**src/rtl/arc_relax_pkg.sv**
```systemverilog
package arc_relax_pkg;

    localparam int COST_W   = 16;
    localparam int N_STATES = 16;
    localparam int ST_W     = $clog2(N_STATES);
    localparam int SUM_W    = COST_W + 2;

    localparam logic [COST_W-1:0] COST_MAX = '1;

    typedef logic [COST_W-1:0] cost_t;
    typedef logic [ST_W-1:0]   st_t;

    // Contents of the read stage, consumed by the compare/write stage
    typedef struct packed {
        logic  v;
        st_t   dst;
        cost_t cand;
        cost_t old_cost;
        logic  old_hit;
    } relax_s1_t;

    function automatic cost_t sat_sum3(cost_t a, cost_t b, cost_t c);
        logic [SUM_W-1:0] s;
        s = {2'b00, a} + {2'b00, b} + {2'b00, c};
        return (s > {2'b00, COST_MAX}) ? COST_MAX : s[COST_W-1:0];
    endfunction

endpackage

```
**src/rtl/relax_cand_calc.sv**
```systemverilog
module relax_cand_calc
    import arc_relax_pkg::*;
(
    input  logic [COST_W-1:0] src_cost,
    input  logic [COST_W-1:0] obs_cost,
    input  logic [COST_W-1:0] weight,
    output logic [COST_W-1:0] cand
);
    always_comb cand = sat_sum3(src_cost, obs_cost, weight);
endmodule

```
**src/rtl/relax_cmp_sel.sv**
```systemverilog
module relax_cmp_sel
    import arc_relax_pkg::*;
(
    input  logic              valid,
    input  logic [COST_W-1:0] cand,
    input  logic [COST_W-1:0] old_cost,
    input  logic [COST_W-1:0] limit,
    output logic              win,
    output logic [COST_W-1:0] new_cost
);
    always_comb begin
        win      = valid && (cand < old_cost) && (cand <= limit);
        new_cost = win ? cand : old_cost;
    end
endmodule

```
**src/rtl/relax_cost_store.sv**
```systemverilog
module relax_cost_store
    import arc_relax_pkg::*;
(
    input  logic              clk,
    input  logic              rst,
    input  logic              clear,
    input  logic              we,
    input  logic [ST_W-1:0]   waddr,
    input  logic [COST_W-1:0] wdata,
    input  logic [ST_W-1:0]   raddr_a,
    output logic [COST_W-1:0] rcost_a,
    output logic              rhit_a,
    input  logic [ST_W-1:0]   raddr_b,
    output logic [COST_W-1:0] rcost_b
);
    cost_t               cost_q [N_STATES];
    logic [N_STATES-1:0] hit_q;

    // A state not written in this frame reads as the maximum cost
    always_ff @(posedge clk) begin
        if (rst || clear) begin
            hit_q <= '0;
        end else if (we) begin
            hit_q[waddr] <= 1'b1;
        end
    end

    always_ff @(posedge clk) begin
        if (we && !clear) begin
            cost_q[waddr] <= wdata;
        end
    end

    always_comb begin
        rhit_a  = hit_q[raddr_a];
        rcost_a = hit_q[raddr_a] ? cost_q[raddr_a] : COST_MAX;
        rcost_b = hit_q[raddr_b] ? cost_q[raddr_b] : COST_MAX;
    end
endmodule

```
**src/rtl/arc_relax_unit.sv**
```systemverilog
module arc_relax_unit
    import arc_relax_pkg::*;
(
    input  logic              clk,
    input  logic              rst,
    input  logic              frame_start,
    input  logic [COST_W-1:0] beam_limit,
    input  logic              arc_valid,
    output logic              arc_ready,
    input  logic [COST_W-1:0] arc_src_cost,
    input  logic [COST_W-1:0] arc_obs_cost,
    input  logic [COST_W-1:0] arc_weight,
    input  logic [ST_W-1:0]   arc_dst,
    output logic              act_valid,
    output logic [ST_W-1:0]   act_state,
    input  logic [ST_W-1:0]   peek_addr,
    output logic [COST_W-1:0] peek_cost
);
    relax_s1_t s1_q, s1_d;
    cost_t     cand_in, rd_cost, new_cost;
    logic      rd_hit, win, accept, fwd, we;
    logic      act_valid_q;
    st_t       act_state_q;

    assign arc_ready = ~frame_start;
    assign accept    = arc_valid & arc_ready;

    relax_cand_calc u_cand (
        .src_cost (arc_src_cost),
        .obs_cost (arc_obs_cost),
        .weight   (arc_weight),
        .cand     (cand_in)
    );

    relax_cmp_sel u_cmp (
        .valid    (s1_q.v),
        .cand     (s1_q.cand),
        .old_cost (s1_q.old_cost),
        .limit    (beam_limit),
        .win      (win),
        .new_cost (new_cost)
    );

    assign we = win & ~frame_start;

    relax_cost_store u_store (
        .clk     (clk),
        .rst     (rst),
        .clear   (frame_start),
        .we      (we),
        .waddr   (s1_q.dst),
        .wdata   (s1_q.cand),
        .raddr_a (arc_dst),
        .rcost_a (rd_cost),
        .rhit_a  (rd_hit),
        .raddr_b (peek_addr),
        .rcost_b (peek_cost)
    );

    // Forward the result of the compare stage when it targets the same state
    always_comb begin
        fwd           = s1_q.v && (s1_q.dst == arc_dst);
        s1_d.v        = accept;
        s1_d.dst      = arc_dst;
        s1_d.cand     = cand_in;
        s1_d.old_cost = fwd ? new_cost : rd_cost;
        s1_d.old_hit  = fwd ? (s1_q.old_hit | win) : rd_hit;
    end

    always_ff @(posedge clk) begin
        if (rst) begin
            s1_q        <= '0;
            act_valid_q <= 1'b0;
            act_state_q <= '0;
        end else begin
            s1_q        <= s1_d;
            act_valid_q <= we & ~s1_q.old_hit;
            act_state_q <= s1_q.dst;
        end
    end

    assign act_valid = act_valid_q;
    assign act_state = act_state_q;
endmodule

```
**config.mk**
```make
export PLATFORM = sky130hd
export DESIGN_NAME = arc_relax_unit
export DESIGN_NICKNAME = d
export VERILOG_FILES = /design/src/rtl/arc_relax_pkg.sv /design/src/rtl/relax_cand_calc.sv /design/src/rtl/relax_cmp_sel.sv /design/src/rtl/relax_cost_store.sv /design/src/rtl/arc_relax_unit.sv
export SDC_FILE = /design/constraint.sdc
export NUM_CORES = 1
export LEC_CHECK = 0
export CAP_MARGIN = 20
export CORE_ASPECT_RATIO = 0.9
export CORE_MARGIN = 2
export CORE_UTILIZATION = 32
export DETAILED_ROUTE_END_ITERATION = 7
export PLACE_DENSITY = 0.57
export SLEW_MARGIN = 5
export SYNTH_ARGS = -nofsm -noshare
export SYNTH_HDL_FRONTEND = slang
export SYNTH_SLANG_ARGS = --single-unit
```
**constraint.sdc**
```tcl
create_clock -name clk -period 10.1 [get_ports clk]
set_input_delay 3.03 -clock clk [delete_from_list [all_inputs] [get_ports clk]]
set_output_delay 3.03 -clock clk [all_outputs]
set_load 0.05 [all_outputs]
```
==> flow_summary.toml <==
[yosys]
yosysMostFrequentCell = "edfxtp_1"
yosysTopAreaCell = "edfxtp_1"
synth_cell_type_count = 59
syn-instance-count = 1009
yosys-top-cells-count = "edfxtp_1 (256), mux4_2 (170), ha_1 (65)"
synth_flop_cell = "edfxtp_1"
synth_edf_count = 256
async_reset_ff_share_pct = 0
ys_top_cells_by_area = "edfxtp_1 (47%), mux4_2 (24%), dfxtp_1 (7.3%)"
synth.cell_area_um2 = 16300
synth_nets = 1152
syn_area_per_cell_um2 = 16.1
synth_top_area_share_pct = 47.2
yosysSeqAreaShare_pct = 54.4
ys_ff_latch = 315
yosysWarningCount = 0

[global_route]
grt_pass1_wl_um = 65100
grt_start_max_net_pins = 63
antenna_found_initial = 0
overflow = 0
grt_use_total_pct = 16.5
grt_pass1_vias = 9972

[sta]
timing.final.crit_share_pct = 87.4
fmax_ghz = 0.113
finClkSkew_ps = 28.7
slew_headroom_pct = 33.3
rsz0062_at_grt = "false"
final_max_slew_viol_count = 0
fin_crit_ps = 8830
final-hold-violation-count = 0
tns_ps = 0
setup_violations = 0
worstMarginPinSlew_ps = 1000
final.setup.worst_slack_ps = 1270

[clock_network]
worstSkewPairLatency_ps = 530
h-tree-depth = 2
cts_tree = "done"
cts_resized = 0
clock-sinks = 315
postCtsSetupRepairBufs = 0
cts_buffers = 34
path_clk_slew_ps = 60
cts_hold_buf = 0
clk_path_buf_depth = 3
cts.root.buffer_cell = "clkbuf_16"

[drt]
drt_first_pass_iters = 5
drt_iter0_drc = 794
drc = 0
post_drt_wl_per_cell_um = 23.8
ant_nets = 0
drt_wl_total_um = 43100
routed_via_density = 5.40
vias = 9781

[setup_path]
crit_path_cell_trace = "buf_4 -> buf_4 -> mux4_2 -> mux4_2 -> nand2b_1 -> clkdlybuf4s50_1"
reg2reg_depth = 11
r2r-end = "u_store.cost_q[1][6]"
r2r_start = "s1_q[26]"
critPathMaxFanout = 20
cp_top_family = "buffers and inverters"
required_ps = 7070
arrival_ps = 5800
crit_buf_inv = 3
start_kind = "primary input"
cpMaxStageDelayCell = "clkdlybuf4s50_1"
cp-end-kind = "output pin"
max_stage_delay_ps = 750
path_class = "primary input to output pin"
worst-r2r-setup-slack_ps = 5620

[pwr]
intPower_w = 0.00242
seqPwrFrac_pct = 48.6
power.share.clock_pct = 37.1
p_sw_w = 0.000845
vdd_drop_max_mv = 0.0938
p_sw_share_pct = 25.9
power_frac_comb_pct = 14.3
p_per_area_nw_per_um2 = 171
cellLeakagePower_nw = 6.66

[cells_and_area]
antenna_cells = 0
final_layout_size_suffix_gt1_share_pct = 25.7
layout.nets = 1252
syn_to_final_growth_pct = 17.6

[floorplan]
num_rows = 78
initial_core_util_pct = 32.3
die_w_um = 242
core_um2 = 50400
io_pins = 98
die_area_um2 = 52700
die_y_um = 218

[min_path]
hold_depth = 2
hold_end = "u_store.hit_q[0]"
hold_class = "flip-flop to flip-flop"
min_from = "u_store.hit_q[0]"

[flow_run]
drv_cap = 0

[status]
status = "complete, no violations"

[place]
post-dp-hpwl_um = 27500
port_buffers = 97
place_congestion = 0.785
preCtsSetupSlack_ps = 1250
==> worst reg2reg max path: cells and delay by family (launching register included) <==
family / cells / cell delay (ps)
and+or+nand+nor: 3 / 1310
buffers and inverters: 2 / 690
adders and majority gates: 1 / 380
DFF: 1 / 790
AOI/OAI and AO/OA: 5 / 980
==> metal layers <==
layer | up-vias | part of all wire, % | track usage, %
met5 | - | 0 | 0
met2 | 340 | 47 | 26.3
met1 | 5072 | 45 | 23.8
li1 | 4316 | - | -
met4 | 0 | 1.9 | 4.20
met3 | 53 | 5.7 | 2.35
==> state kept, by name (all words and copies together), names as in the netlist <==
name and cells:
u_store.cost_q 256, act_valid 1, u_store.hit_q 16, s1_q 38, act_state 4
==> how the worst max path moves through the flow <==
stage,from,endpoint,slack (ps),depth (start not counted)
2_1_floorplan,peek_addr[0],peek_cost[0],2060,6
3_3_place_gp,peek_addr[0],peek_cost[9],1270,6
3_5_place_dp,peek_addr[0],peek_cost[9],1250,6
4_1_cts,peek_addr[0],peek_cost[9],1240,6
5_1_grt,peek_addr[0],peek_cost[9],1100,6
6_report,peek_addr[0],peek_cost[9],1270,6
==> per-stage QoR <==
step / instance area (um2) / instances / hold WS, ps / power (W) / utilization (%)
2_1_floorplan: 16300 / 1009 / 435 / 0.00191 / -
3_3_place_gp: 18100 / 1753 / 457 / 0.00208 / 35.9
3_5_place_dp: 18100 / 1753 / 458 / 0.00209 / 35.9
4_1_cts: 19100 / 1811 / 466 / 0.00330 / 38.0
5_1_grt: 19100 / 1811 / 493 / 0.00341 / 38.0
6_report: 19100 / 1811 / 470 / 0.00327 / 38.0
==> layout make-up <==
type | instances | area (um2)
sequential | 315 | 8870
multi-input combinational | 591 | 7010
fill | 4663 | 31200
tap | 680 | 851
timing repair buffer | 123 | 1170
inverter | 44 | 165
clock inverter | 18 | 146
clock buffer | 40 | 936
==> layout by cell type (no fill, tap or decap), types with 14 or more instances in the layout <==
cell,count
a31oi_1,17
o32ai_1,15
a21oi_1,31
clkbuf_16,36
xnor2_1,14
o21ai_1,15
ha_1,65
inv_1,44
o21ai_0,15
clkdlybuf4s50_1,90
buf_4,25
mux4_2,170
dfxtp_1,59
nand2_1,42
nand2b_1,20
edfxtp_1,256
nor2_1,20
o21bai_1,20
xor2_1,16
a21o_1,24
==> logic make-up (layout without fill, tap and decap cells) <==
family                     after synthesis  count (layout)  share of synthesized area, %
DFF                                    315             315                          54.4
AOI/OAI and AO/OA                      180             180                          7.79
muxes                                  170             170                          23.5
and+or+nand+nor                        144             144                          4.52
buffers and inverters                  103             225                          2.90
adders and majority gates               67              67                          5.24
xor gates and xnor gates                30              30                          1.61
==> power by group through the flow <==
stage               combinational, W  sequential (W)  clock, W
global placement            0.000463         0.00162         0
global route                0.000521         0.00160   0.00129
finish                      0.000469         0.00159   0.00121
CTS                         0.000472         0.00159   0.00123
floorplan                   0.000345         0.00157         0
detailed placement          0.000469         0.00162         0
(Power assumes the default switching activity.)
